==> src/rtl/mbox_pkg.sv <==
package mbox_pkg;
   typedef enum logic [1:0] {
      SEQ_IDLE  = 2'd0,
      SEQ_FIRST = 2'd1,
      SEQ_ARMED = 2'd2,
      SEQ_DRIVE = 2'd3
   } seq_state_e;

   typedef enum logic {
      ACK_SINGLE = 1'b0,
      ACK_DOUBLE = 1'b1
   } ack_mode_e;

   localparam logic [1:0] REG_CTRL = 2'd0;
   localparam logic [1:0] REG_VEC  = 2'd1;
   localparam logic [1:0] REG_CMD  = 2'd2;
   localparam logic [1:0] REG_STAT = 2'd3;

   localparam int CTRL_MASK_BIT = 0;
   localparam int CTRL_MODE_BIT = 1;
   localparam int CTRL_CLR_BIT  = 2;
endpackage

==> src/rtl/mbox_ack_sync.sv <==
module mbox_ack_sync #(
   parameter int STAGES = 2
) (
   input  logic clk,
   input  logic rst_n,
   input  logic ack_n_async,
   output logic ack_low,
   output logic ack_fall,
   output logic ack_rise
);
   localparam int LAST = STAGES - 1;

   logic [STAGES-1:0] stg_q;
   logic              prev_q;

   for (genvar gi = 0; gi < STAGES; gi++) begin : g_stage
      if (gi == 0) begin : g_first
         always_ff @(posedge clk or negedge rst_n) begin
            if (!rst_n) stg_q[0] <= 1'b1;
            else        stg_q[0] <= ack_n_async;
         end
      end else begin : g_next
         always_ff @(posedge clk or negedge rst_n) begin
            if (!rst_n) stg_q[gi] <= 1'b1;
            else        stg_q[gi] <= stg_q[gi-1];
         end
      end
   end

   always_ff @(posedge clk or negedge rst_n) begin
      if (!rst_n) prev_q <= 1'b1;
      else        prev_q <= stg_q[LAST];
   end

   assign ack_low  = ~stg_q[LAST];
   assign ack_fall = prev_q & ~stg_q[LAST];
   assign ack_rise = ~prev_q & stg_q[LAST];
endmodule

==> src/rtl/mbox_busy_flag.sv <==
module mbox_busy_flag #(
   parameter int CMD_W = 8
) (
   input  logic             clk,
   input  logic             rst_n,
   input  logic             cmd_wr,
   input  logic [CMD_W-1:0] cmd_wdata,
   input  logic             clr,
   output logic [CMD_W-1:0] cmd_q,
   output logic             busy_q
);
   always_ff @(posedge clk or negedge rst_n) begin
      if (!rst_n) begin
         cmd_q  <= '0;
         busy_q <= 1'b0;
      end else begin
         if (cmd_wr) begin
            cmd_q  <= cmd_wdata;
            busy_q <= 1'b1;
         end else if (clr) begin
            busy_q <= 1'b0;
         end
      end
   end
endmodule

==> src/rtl/mbox_ack_seq.sv <==
module mbox_ack_seq
   import mbox_pkg::*;
(
   input  logic      clk,
   input  logic      rst_n,
   input  ack_mode_e mode,
   input  logic      restart,
   input  logic      ack_low,
   input  logic      ack_fall,
   input  logic      ack_rise,
   output logic      drive,
   output logic      armed
);
   seq_state_e state_q, state_d;

   always_comb begin
      state_d = state_q;
      if (restart) begin
         state_d = SEQ_IDLE;
      end else if (mode == ACK_DOUBLE) begin
         unique case (state_q)
            SEQ_IDLE:  if (ack_fall) state_d = SEQ_FIRST;
            SEQ_FIRST: if (ack_rise) state_d = SEQ_ARMED;
            SEQ_ARMED: if (ack_fall) state_d = SEQ_DRIVE;
            SEQ_DRIVE: if (ack_rise) state_d = SEQ_IDLE;
            default:   state_d = SEQ_IDLE;
         endcase
      end
   end

   always_ff @(posedge clk or negedge rst_n) begin
      if (!rst_n) state_q <= SEQ_IDLE;
      else        state_q <= state_d;
   end

   always_comb begin
      if (mode == ACK_SINGLE)
         drive = ack_low;
      else
         drive = ((state_q == SEQ_ARMED) && ack_fall) ||
                 ((state_q == SEQ_DRIVE) && ack_low);
   end

   assign armed = (state_q == SEQ_ARMED);
endmodule

==> src/rtl/mbox_irq_vec.sv <==
module mbox_irq_vec
   import mbox_pkg::*;
#(
   parameter int DATA_W      = 8,
   parameter int VEC_W       = 8,
   parameter int CMD_W       = 8,
   parameter int SYNC_STAGES = 2
) (
   input  logic              clk,
   input  logic              rst_n,
   input  logic              dsp_cmd_wr,
   input  logic [CMD_W-1:0]  dsp_cmd_wdata,
   input  logic              host_wr,
   input  logic              host_rd,
   input  logic [1:0]        host_addr,
   input  logic [DATA_W-1:0] host_wdata,
   output logic [DATA_W-1:0] host_rdata,
   input  logic              iack_n,
   output logic              irq,
   output logic [DATA_W-1:0] bus_dout,
   output logic              bus_oe
);
   localparam int CTRL_BITS = CTRL_CLR_BIT + 1;

   initial begin
      if (SYNC_STAGES < 2)      $fatal(1, "SYNC_STAGES must be at least 2");
      if (VEC_W > DATA_W)       $fatal(1, "VEC_W must not exceed DATA_W");
      if (CMD_W > DATA_W)       $fatal(1, "CMD_W must not exceed DATA_W");
      if (DATA_W < CTRL_BITS)   $fatal(1, "DATA_W too narrow for control bits");
   end

   logic             mask_q;
   ack_mode_e        mode_q;
   logic [VEC_W-1:0] vec_q;
   logic [CMD_W-1:0] cmd_q;
   logic             busy_q;
   logic             ctrl_wr, vec_wr, clr, mode_chg;
   logic             ack_low, ack_fall, ack_rise;
   logic             drive, armed;

   assign ctrl_wr  = host_wr && (host_addr == REG_CTRL);
   assign vec_wr   = host_wr && (host_addr == REG_VEC);
   assign clr      = (ctrl_wr && host_wdata[CTRL_CLR_BIT]) ||
                     (host_rd && (host_addr == REG_CMD));
   assign mode_chg = ctrl_wr && (host_wdata[CTRL_MODE_BIT] != mode_q);

   always_ff @(posedge clk or negedge rst_n) begin
      if (!rst_n) begin
         mask_q <= 1'b0;
         mode_q <= ACK_SINGLE;
         vec_q  <= '0;
      end else begin
         if (ctrl_wr) begin
            mask_q <= host_wdata[CTRL_MASK_BIT];
            mode_q <= ack_mode_e'(host_wdata[CTRL_MODE_BIT]);
         end
         if (vec_wr) vec_q <= host_wdata[VEC_W-1:0];
      end
   end

   mbox_busy_flag #(.CMD_W(CMD_W)) u_flag (
      .clk       (clk),
      .rst_n     (rst_n),
      .cmd_wr    (dsp_cmd_wr),
      .cmd_wdata (dsp_cmd_wdata),
      .clr       (clr),
      .cmd_q     (cmd_q),
      .busy_q    (busy_q)
   );

   mbox_ack_sync #(.STAGES(SYNC_STAGES)) u_sync (
      .clk         (clk),
      .rst_n       (rst_n),
      .ack_n_async (iack_n),
      .ack_low     (ack_low),
      .ack_fall    (ack_fall),
      .ack_rise    (ack_rise)
   );

   mbox_ack_seq u_seq (
      .clk      (clk),
      .rst_n    (rst_n),
      .mode     (mode_q),
      .restart  (mode_chg),
      .ack_low  (ack_low),
      .ack_fall (ack_fall),
      .ack_rise (ack_rise),
      .drive    (drive),
      .armed    (armed)
   );

   assign irq = busy_q & ~mask_q;

   always_comb begin
      host_rdata = '0;
      unique case (host_addr)
         REG_CTRL: begin
            host_rdata[CTRL_MASK_BIT] = mask_q;
            host_rdata[CTRL_MODE_BIT] = mode_q;
         end
         REG_VEC:  host_rdata[VEC_W-1:0] = vec_q;
         REG_CMD:  host_rdata[CMD_W-1:0] = cmd_q;
         default:  host_rdata[0] = busy_q;
      endcase
   end

   always_comb begin
      bus_dout = '0;
      if (drive) bus_dout[VEC_W-1:0] = vec_q;
   end
   assign bus_oe = drive;
endmodule

==> config.mk <==
export PLATFORM = sky130hd
export DESIGN_NAME = mbox_irq_vec
export DESIGN_NICKNAME = d
export VERILOG_FILES = /design/src/rtl/mbox_pkg.sv /design/src/rtl/mbox_ack_sync.sv /design/src/rtl/mbox_busy_flag.sv /design/src/rtl/mbox_ack_seq.sv /design/src/rtl/mbox_irq_vec.sv
export SDC_FILE = /design/constraint.sdc
export NUM_CORES = 1
export LEC_CHECK = 0
export ABC_AREA = 1
export BUFFER_PORTS_ARGS = -buffer_cell sky130_fd_sc_hd__buf_2
export CAP_MARGIN = 20
export CORE_ASPECT_RATIO = 1.25
export CORE_UTILIZATION = 40
export CTS_CLUSTER_DIAMETER = 80
export DETAILED_ROUTE_END_ITERATION = 7
export GPL_ROUTABILITY_DRIVEN = 0
export PLACE_DENSITY = 0.75
export SETUP_SLACK_MARGIN = 0.3
export SKIP_CTS_REPAIR_TIMING = 1
export SLEW_MARGIN = 20
export SYNTH_ARGS = -nofsm -noshare
export SYNTH_HDL_FRONTEND = slang
export SYNTH_SLANG_ARGS = --single-unit
==> constraint.sdc <==
create_clock -name clk -period 1.77 [get_ports clk]
set_input_delay 0.354 -clock clk [delete_from_list [all_inputs] [get_ports clk]]
set_output_delay 0.354 -clock clk [all_outputs]
set_load 0.01 [all_outputs]
== Word-level counts from Yosys, hierarchy flattened ==
Index checks and enable logic that the tools add are counted.

* Output and inout port bits: 18
* Register bits after elaboration: 24
* Logic and storage cells: 53
* Input port bits: 24

* Muxes and demuxes: 14
* Equal/unequal tests: 10
* Reduce and logical (&&, ||, !) cells: 14
* Bitwise operators: 6

{| class="wikitable"
|+ Operators with widths
! kind !! number
|-
| two-way mux 2 bit || 6
|-
| one-hot mux 6 bit (2 select lines) || 1
|-
| two-way mux 8 bit || 1
|-
| one-hot mux 2 bit (4 select lines) || 1
|-
| logical AND 1 bit || 7
|-
| == test 2 bit (second input constant) || 3
|-
| != test 3 x 2 -> 1 bit (second input constant) || 2
|-
| != test 3 bit (second input constant) || 2
|-
| one-hot mux 1 bit (3 select lines) || 2
|-
| AND reduction 5 bit || 1
|-
| == test 2 x 1 -> 1 bit (second input constant) || 2
|-
| zero test 2 bit || 2
|-
| nonzero test 2 bit || 2
|-
| AND 1 bit || 3
|-
| two-way mux 1 bit || 3
|-
| NOT 1 bit || 3
|-
| logical OR 1 bit || 2
|-
| != test 1 bit || 1
|}

== Depth between registers and ports, before layout ==
Gate-level depths: netlist (run 1).

* Depth in word-level cells: 6
* Mapped depth: 9
* Depth with buffers taken out: 9

== Cells and area by module ==
From an unflattened synthesis (run 1), not the netlist that was laid out.

* Cell total of the unflattened synthesis: 179
* Area total of the unflattened synthesis: 1356.3 µm²

{| class="wikitable"
|+ Modules (own cells, without submodules)
! module !! instances !! cells an instance !! sequential area each (µm²) !! area an instance (µm²)
|-
| mbox_irq_vec || 1 || 106 || 250.2 || 696.9
|-
| mbox_busy_flag || 1 || 38 || 225.2 || 341.6
|-
| mbox_ack_seq || 1 || 28 || 50.0 || 221.5
|-
| mbox_ack_sync || 1 || 7 || 78.8 || 96.3
|}

== Worst setup path after synthesis (run 1) ==
OpenSTA, ideal clock, no wires.

* Path kind: flip-flop to output port
* From: register u_seq.state_q[0]
* To: output port bus_dout[0]
* Data required time: 1.416 ns
* Cell stages (with the launch flop): 7
* Arrival time: 1.137 ns
* Path slack: 0.279 ns
* Buffers on the path: 1
* Cells stage by stage: dfrtp_1 > inv_1 > ha_1 > nand4_1 > and2_4 > buf_6 > nor2_2

* Word-level cells in the longest chain between the ends: 5
* Elaborated cells on any way between the ends: 7
* Those cells by class: eq/ne (2); mux (2); reduce/logical (3)

{| class="wikitable"
|+ RTL lines
! what !! RTL line !! RTL
|-
| start, declared || mbox_ack_seq.sv:14 || <nowiki>seq_state_e state_q, state_d;</nowiki>
|-
| start signal, assigned || mbox_ack_seq.sv:33 || <nowiki>else state_q <= state_d;</nowiki>
|-
| == test 2 bit (on tied branches) || mbox_ack_seq.sv:40, mbox_ack_seq.sv:41 ||
|-
| logical AND 1 bit (on tied branches) || mbox_ack_seq.sv:40, mbox_ack_seq.sv:41 ||
|-
| logical OR 1 bit * || mbox_ack_seq.sv:40 || <nowiki>drive = ((state_q == SEQ_ARMED) && ack_fall) ||</nowiki>
|-
| two-way mux 1 bit * || mbox_ack_seq.sv:37 || <nowiki>if (mode == ACK_SINGLE)</nowiki>
|-
| two-way mux 8 bit * || mbox_irq_vec.sv:109 || <nowiki>if (drive) bus_dout[VEC_W-1:0] = vec_q;</nowiki>
|-
| end, declared || mbox_irq_vec.sv:20 || <nowiki>output logic [DATA_W-1:0] bus_dout,</nowiki>
|}

Every way passes the cells marked *; elsewhere a longest branch is shown, timed or not.

== Final worst setup path (run 1) ==
* From: register u_seq.state_q[0]
* To: output port bus_dout[6]

The elaborated chain is that of the path after synthesis.

==> flow_summary.yaml, run 1 <==
status:
  status: "finished with violations"
  violations: "DRC, setup timing"
floorplan:
  die_h_microns: 66.6
  rows: 23
  fp.coreArea_sq_mm: 0.00319
  ioPinCount: 42
  die_area_sq_mm: 0.00357
  start_util: 0.418
  die_width_microns: 53.7
timing:
  fin_ws_ns: -0.0491
  tightest_slew_ns: 0.510
  finalHoldViolations: 0
  whs_ns: 0.0464
  fin_crit_sh: 1.03
  setup_viol: 7
  fmax_ghz: 0.550
  slew_violations: 0
  fin_skew_ns: 0.000330
  slew_headroom: 0.660
  fin_crit_ns: 1.82
  rsz0062_at_grt: "yes"
yosys:
  synth-seq-cells: 24
  synth_top_area_frac: 0.394
  synth_cell_type_count: 22
  yosysWarnings: 0
  synth_top_cell_by_area: "dfrtp_1"
  synthesis.area_sq_mm: 0.00133
  syn-num-nets: 186
  avgSynthCellArea_sq_um: 8.72
  netlist_instances: 153
  yosysSeqAreaShare: 0.453
  synthTopCellsByArea: "dfrtp_1 39%, nand2_1 9.0%, ha_1 8.4%"
clock_tree:
  root_buffer: "clkbuf_8"
  clk_latency_ns: 0.27
  cts-htree-levels: 1
  clkSlewWorstSetupHoldPaths_ns: 0.08
  clock_sinks: 24
  cts_buffer_depth: 2
  cts_tree: "done"
  numCtsBuffers: 3
routing:
  vias: 1188
  drt_iter0_markers: 38
  routed_via_density: 4.95
  routedWlPerCell_microns: 13.0
  ant_nets: 0
  wl_mm: 3.11
  dr.pass1.iters: 6
  drc: 4
layout:
  layout_commonest_cell: "buf_2"
  syn_to_final_growth_pct: 43.2
  n_fill_cell: 270
  fin_util: 0.598
  finalInstanceArea_sq_mm: 0.00191
  register_area_sq_um: 606
  layout_common_cells: "35 x buf_2, 25 x nand2_1, 20 x dfrtp_1"
  multi_input_area_sq_um: 722
  drive_gt1_frac: 0.522
  diodes: 0
  final_nets: 237
global_route:
  antenna_found_initial: 0
  first_global_vias: 954
  grt_use_met1: 0.208
  use_met2: 0.263
  grtUsageMet3: 0.0320
  top_usage_layer: "met2"
  grt_use_total: 0.163
  grt_overflow: 0
  grt_max_degree: 25
  grt_pass1_wl_mm: 4.15
place:
  io_buffers: 41
  placed_area_sq_mm: 0.00153
  place_ws_ns: 0.122
  hpwl_mm: 1.96
worst_setup_path:
  startpoint_type: "flop"
  worstPathRequired_ns: 1.42
  crit_type: "reg2out"
  worstReg2RegStart: "u_seq.state_q[0]"
  crit_arrival_ns: 1.47
  crit_start: "u_seq.state_q[0]"
  worstSetupEndpointType: "output pin"
  path_max_fanout: 5
power:
  p_leak_nw: 0.971
  power_density_mw_per_mm2: 972
  power.total_mw: 1.86
  irDropWorstVdd_mv: 0.529
worst_hold_path:
  hold_class: "in2async"
run:
  drv_cap: 0
-- synth_stat cells --
| cell type | n |
|---|---|
| nand3_1 | 4 |
| buf_6 | 3 |
| nand2_2 | 2 |
| a31oi_1 | 1 |
| o21ai_0 | 4 |
| or2_2 | 1 |
| buf_4 | 1 |
| inv_1 | 23 |
| ha_1 | 9 |
| o21ai_1 | 2 |
| and2_4 | 1 |
| a31o_2 | 1 |
| nand4_1 | 1 |
| a21oi_1 | 14 |
| mux2_2 | 8 |
| dfrtp_1 | 21 |
| buf_2 | 2 |
| nand2_1 | 32 |
| nor2_2 | 7 |
| dfstp_2 | 3 |
| nor2_4 | 1 |
| nor2_1 | 12 |
-- final cells by class --
| type | instances | share of cell area |
|---|---|---|
| well taps | 37 | 0.0242 |
| repair buffers | 51 | 0.185 |
| inverters | 23 | 0.0583 |
| multi-input cells | 101 | 0.378 |
| flip-flops and latches | 24 | 0.317 |
| clock buffers | 3 | 0.0216 |
| clock inverters | 1 | 0.0157 |
-- cells by family after synthesis --
group / count (synthesis) / share of synthesized area
AOI/OAI and AO/OA: 22 / 0.0863
adders and majority gates: 9 / 0.0844
buffers and inverters: 29 / 0.103
DFF: 24 / 0.453
muxes: 8 / 0.0675
and+or+nand+nor: 61 / 0.205
-- final timing paths --
kind | to | slack, ns | depth (start not counted)
worst max register to register | u_seq.state_q[1] | 0.46 | 8
max in group asynchronous | mode_q | 1.36 | 1
min in group clk | u_sync.stg_q[0] | 0.18 | 1
worst min-delay path | vec_q[7] | 0.05 | 1
worst max-delay path | bus_dout[6] | -0.05 | 6
worst min register to register | u_sync.stg_q[1] | 0.36 | 0
-- through the flow --
stage                     setup TNS [ns]  instances
after floorplan                        0        153
after global placement                 0        225
after detailed placement               0        225
after CTS                         -0.665        229
after global routing              -0.917        240
final                             -0.251        240
-- flip-flops by register name (all words and copies together), names as in the netlist --
register	cells
u_flag.cmd_q	8
vec_q	8
u_seq.state_q	2
u_sync.stg_q	2
mask_q	1
mode_q	1
u_flag.busy_q	1
u_sync.prev_q	1
-- per-layer routing --
metal / up-vias / share of wire
li1: 577 / -
met2: 40 / 0.55
met4: 0 / 0.032
met1: 561 / 0.39
met5: - / 0
met3: 10 / 0.036
-- power by group --
group | internal, mW | total (mW) | switching [mW]
clock network | 0.302 | 0.478 | 0.175
logic | 0.323 | 0.666 | 0.343
registers | 0.636 | 0.714 | 0.0779
-- critical path, stage by stage, from the launching register on --
cell and delay (ns):
dfrtp_1 0.41, inv_2 0.10, ha_4 0.14, nand4_1 0.11
and2_4 0.23, nor2_2 0.07, buf_2 0.12
Note: power is estimated with default switching activity, not from simulation.
==> run 2, diff against run 1 <==
- SKIP_LAST_GASP: unset -> 1
==> flow_summary.yaml, run 2 (synthesized netlist as in run 1, its figures left out) <==
floorplan:
  ioPinCount: 42
  start_util: 0.418
  die_h_microns: 66.6
  fp.coreArea_sq_mm: 0.00319
  rows: 23
  die_area_sq_mm: 0.00357
  die_width_microns: 53.7
global_route:
  grt_max_degree: 25
  antenna_found_initial: 0
  grt_pass1_wl_mm: 4.15
  first_global_vias: 954
  grt_overflow: 0
  grt_use_total: 0.163
status:
  status: "finished with violations"
  violations: "DRC, setup timing"
power:
  internal_power_mw: 1.26
  irDropWorstVdd_mv: 0.576
  power.total_mw: 1.86
  power_frac_clock: 0.261
  p_leak_nw: 0.962
  p_comb_frac: 0.356
  power_density_mw_per_mm2: 983
  switchingPower_uw: 604
  seqPwrFrac: 0.383
  switching_share: 0.324
worst_setup_path:
  path_max_fanout: 5
  timing.rr.end: "u_seq.state_q[1]"
  startpoint_type: "flop"
  crit_arrival_ns: 1.47
  worstReg2RegStart: "u_seq.state_q[0]"
  worstSetupEndpointType: "output pin"
  ff2ff_path_depth: 8
  crit_type: "reg2out"
  worstPathRequired_ns: 1.42
  r2r_slack_ns: 0.46
clock_tree:
  cts_buffer_depth: 2
  cts-htree-levels: 1
  root_buffer: "clkbuf_8"
  clk_latency_ns: 0.27
  clock_sinks: 24
  numCtsBuffers: 3
  cts_tree: "done"
  clkSlewWorstSetupHoldPaths_ns: 0.09
timing:
  fin_ws_ns: -0.0523
  fmax_ghz: 0.549
  fin_crit_sh: 1.03
  slew_headroom: 0.656
  fin_crit_ns: 1.82
  slew_violations: 0
  setup_viol: 8
  rsz0062_at_grt: "yes"
  tightest_slew_ns: 0.516
  finalHoldViolations: 0
  fin_skew_ns: 0.000323
routing:
  ant_nets: 0
  routed_via_density: 4.88
  vias: 1172
  dr.pass1.iters: 8
  drt_iter0_markers: 54
  routedWlPerCell_microns: 13.1
  wl_mm: 3.15
  drc: 2
layout:
  fin_util: 0.593
  layout_common_cells: "35 x buf_2, 26 x nand2_1, 20 x dfrtp_1"
  final_nets: 237
  reg.largest.list: "u_flag.cmd_q x8, vec_q x8"
  layout_commonest_cell: "buf_2"
  n_fill_cell: 273
  syn_to_final_growth_pct: 42.1
  drive_gt1_frac: 0.517
  diodes: 0
place:
  hpwl_mm: 1.96
  place_ws_ns: 0.122
  io_buffers: 41
worst_hold_path:
  hold_class: "in2async"
run:
  drv_cap: 0
## run 2: cell counts in the layout (fill, tap and decap cells not counted)
Identical to the previous run, type by type.
## run 2: cell type report
cell class | count | area [sq um] | share of cell area
well taps | 37 | 46.3 | 0.0244
clock buffers | 3 | 41.3 | 0.0218
multi-input cells | 101 | 714 | 0.377
flip-flops and latches | 24 | 606 | 0.319
repair buffers | 51 | 347 | 0.183
clock inverters | 1 | 30.0 | 0.0158
inverters | 23 | 111 | 0.0587
## run 2: per-stage QoR
stage / setup TNS (ns) / hold WS [ns] / cells / cell area, sq um
2_1_floorplan: 0 / 0.0584 / 153 / 1330
6_report: -0.277 / 0.0427 / 240 / 1900
3_5_place_dp: 0 / 0.347 / 225 / 1530
5_1_grt: -0.909 / 0.0924 / 240 / 1900
4_1_cts: -0.665 / 0.0659 / 229 / 1610
3_3_place_gp: 0 / 0.346 / 225 / 1530
## run 2: metal layers
| metal | vias to the layer above | track usage | wire [microns] |
|---|---|---|---|
| met5 | - | 0 | 0 |
| met4 | 0 | 0.0691 | 98 |
| met3 | 10 | 0.0320 | 81 |
| met2 | 29 | 0.263 | 1730 |
| met1 | 558 | 0.208 | 1230 |
| li1 | 575 | - | - |
## run 2: worst max-delay path, cell delays in order, from the launching register on
cell and delay (ns):
dfrtp_1 0.42, inv_2 0.10, ha_4 0.14, nand4_1 0.11, and2_4 0.23, nor2_2 0.07, buf_2 0.12
## run 2: power by group through the flow
stage	sequential, mW	clock, mW	combinational (mW)
5_1_grt	0.726	0.504	0.754
3_3_place_gp	0.710	0	0.476
2_1_floorplan	0.688	0	0.372
6_report	0.713	0.486	0.664
4_1_cts	0.700	0.482	0.487
3_5_place_dp	0.711	0	0.486
## run 2: how the worst max path moves through the flow
stage                      from  slack [ns]  cells past startpoint       endpoint
5_1_grt        u_seq.state_q[0]       -0.13                      6    bus_dout[0]
3_3_place_gp       host_addr[1]        0.14                      6  host_rdata[0]
2_1_floorplan  u_seq.state_q[0]        0.31                      6    bus_dout[0]
3_5_place_dp       host_addr[1]        0.12                      6  host_rdata[3]
6_report       u_seq.state_q[0]       -0.05                      6    bus_dout[6]
4_1_cts        u_seq.state_q[0]       -0.10                      6    bus_dout[2]
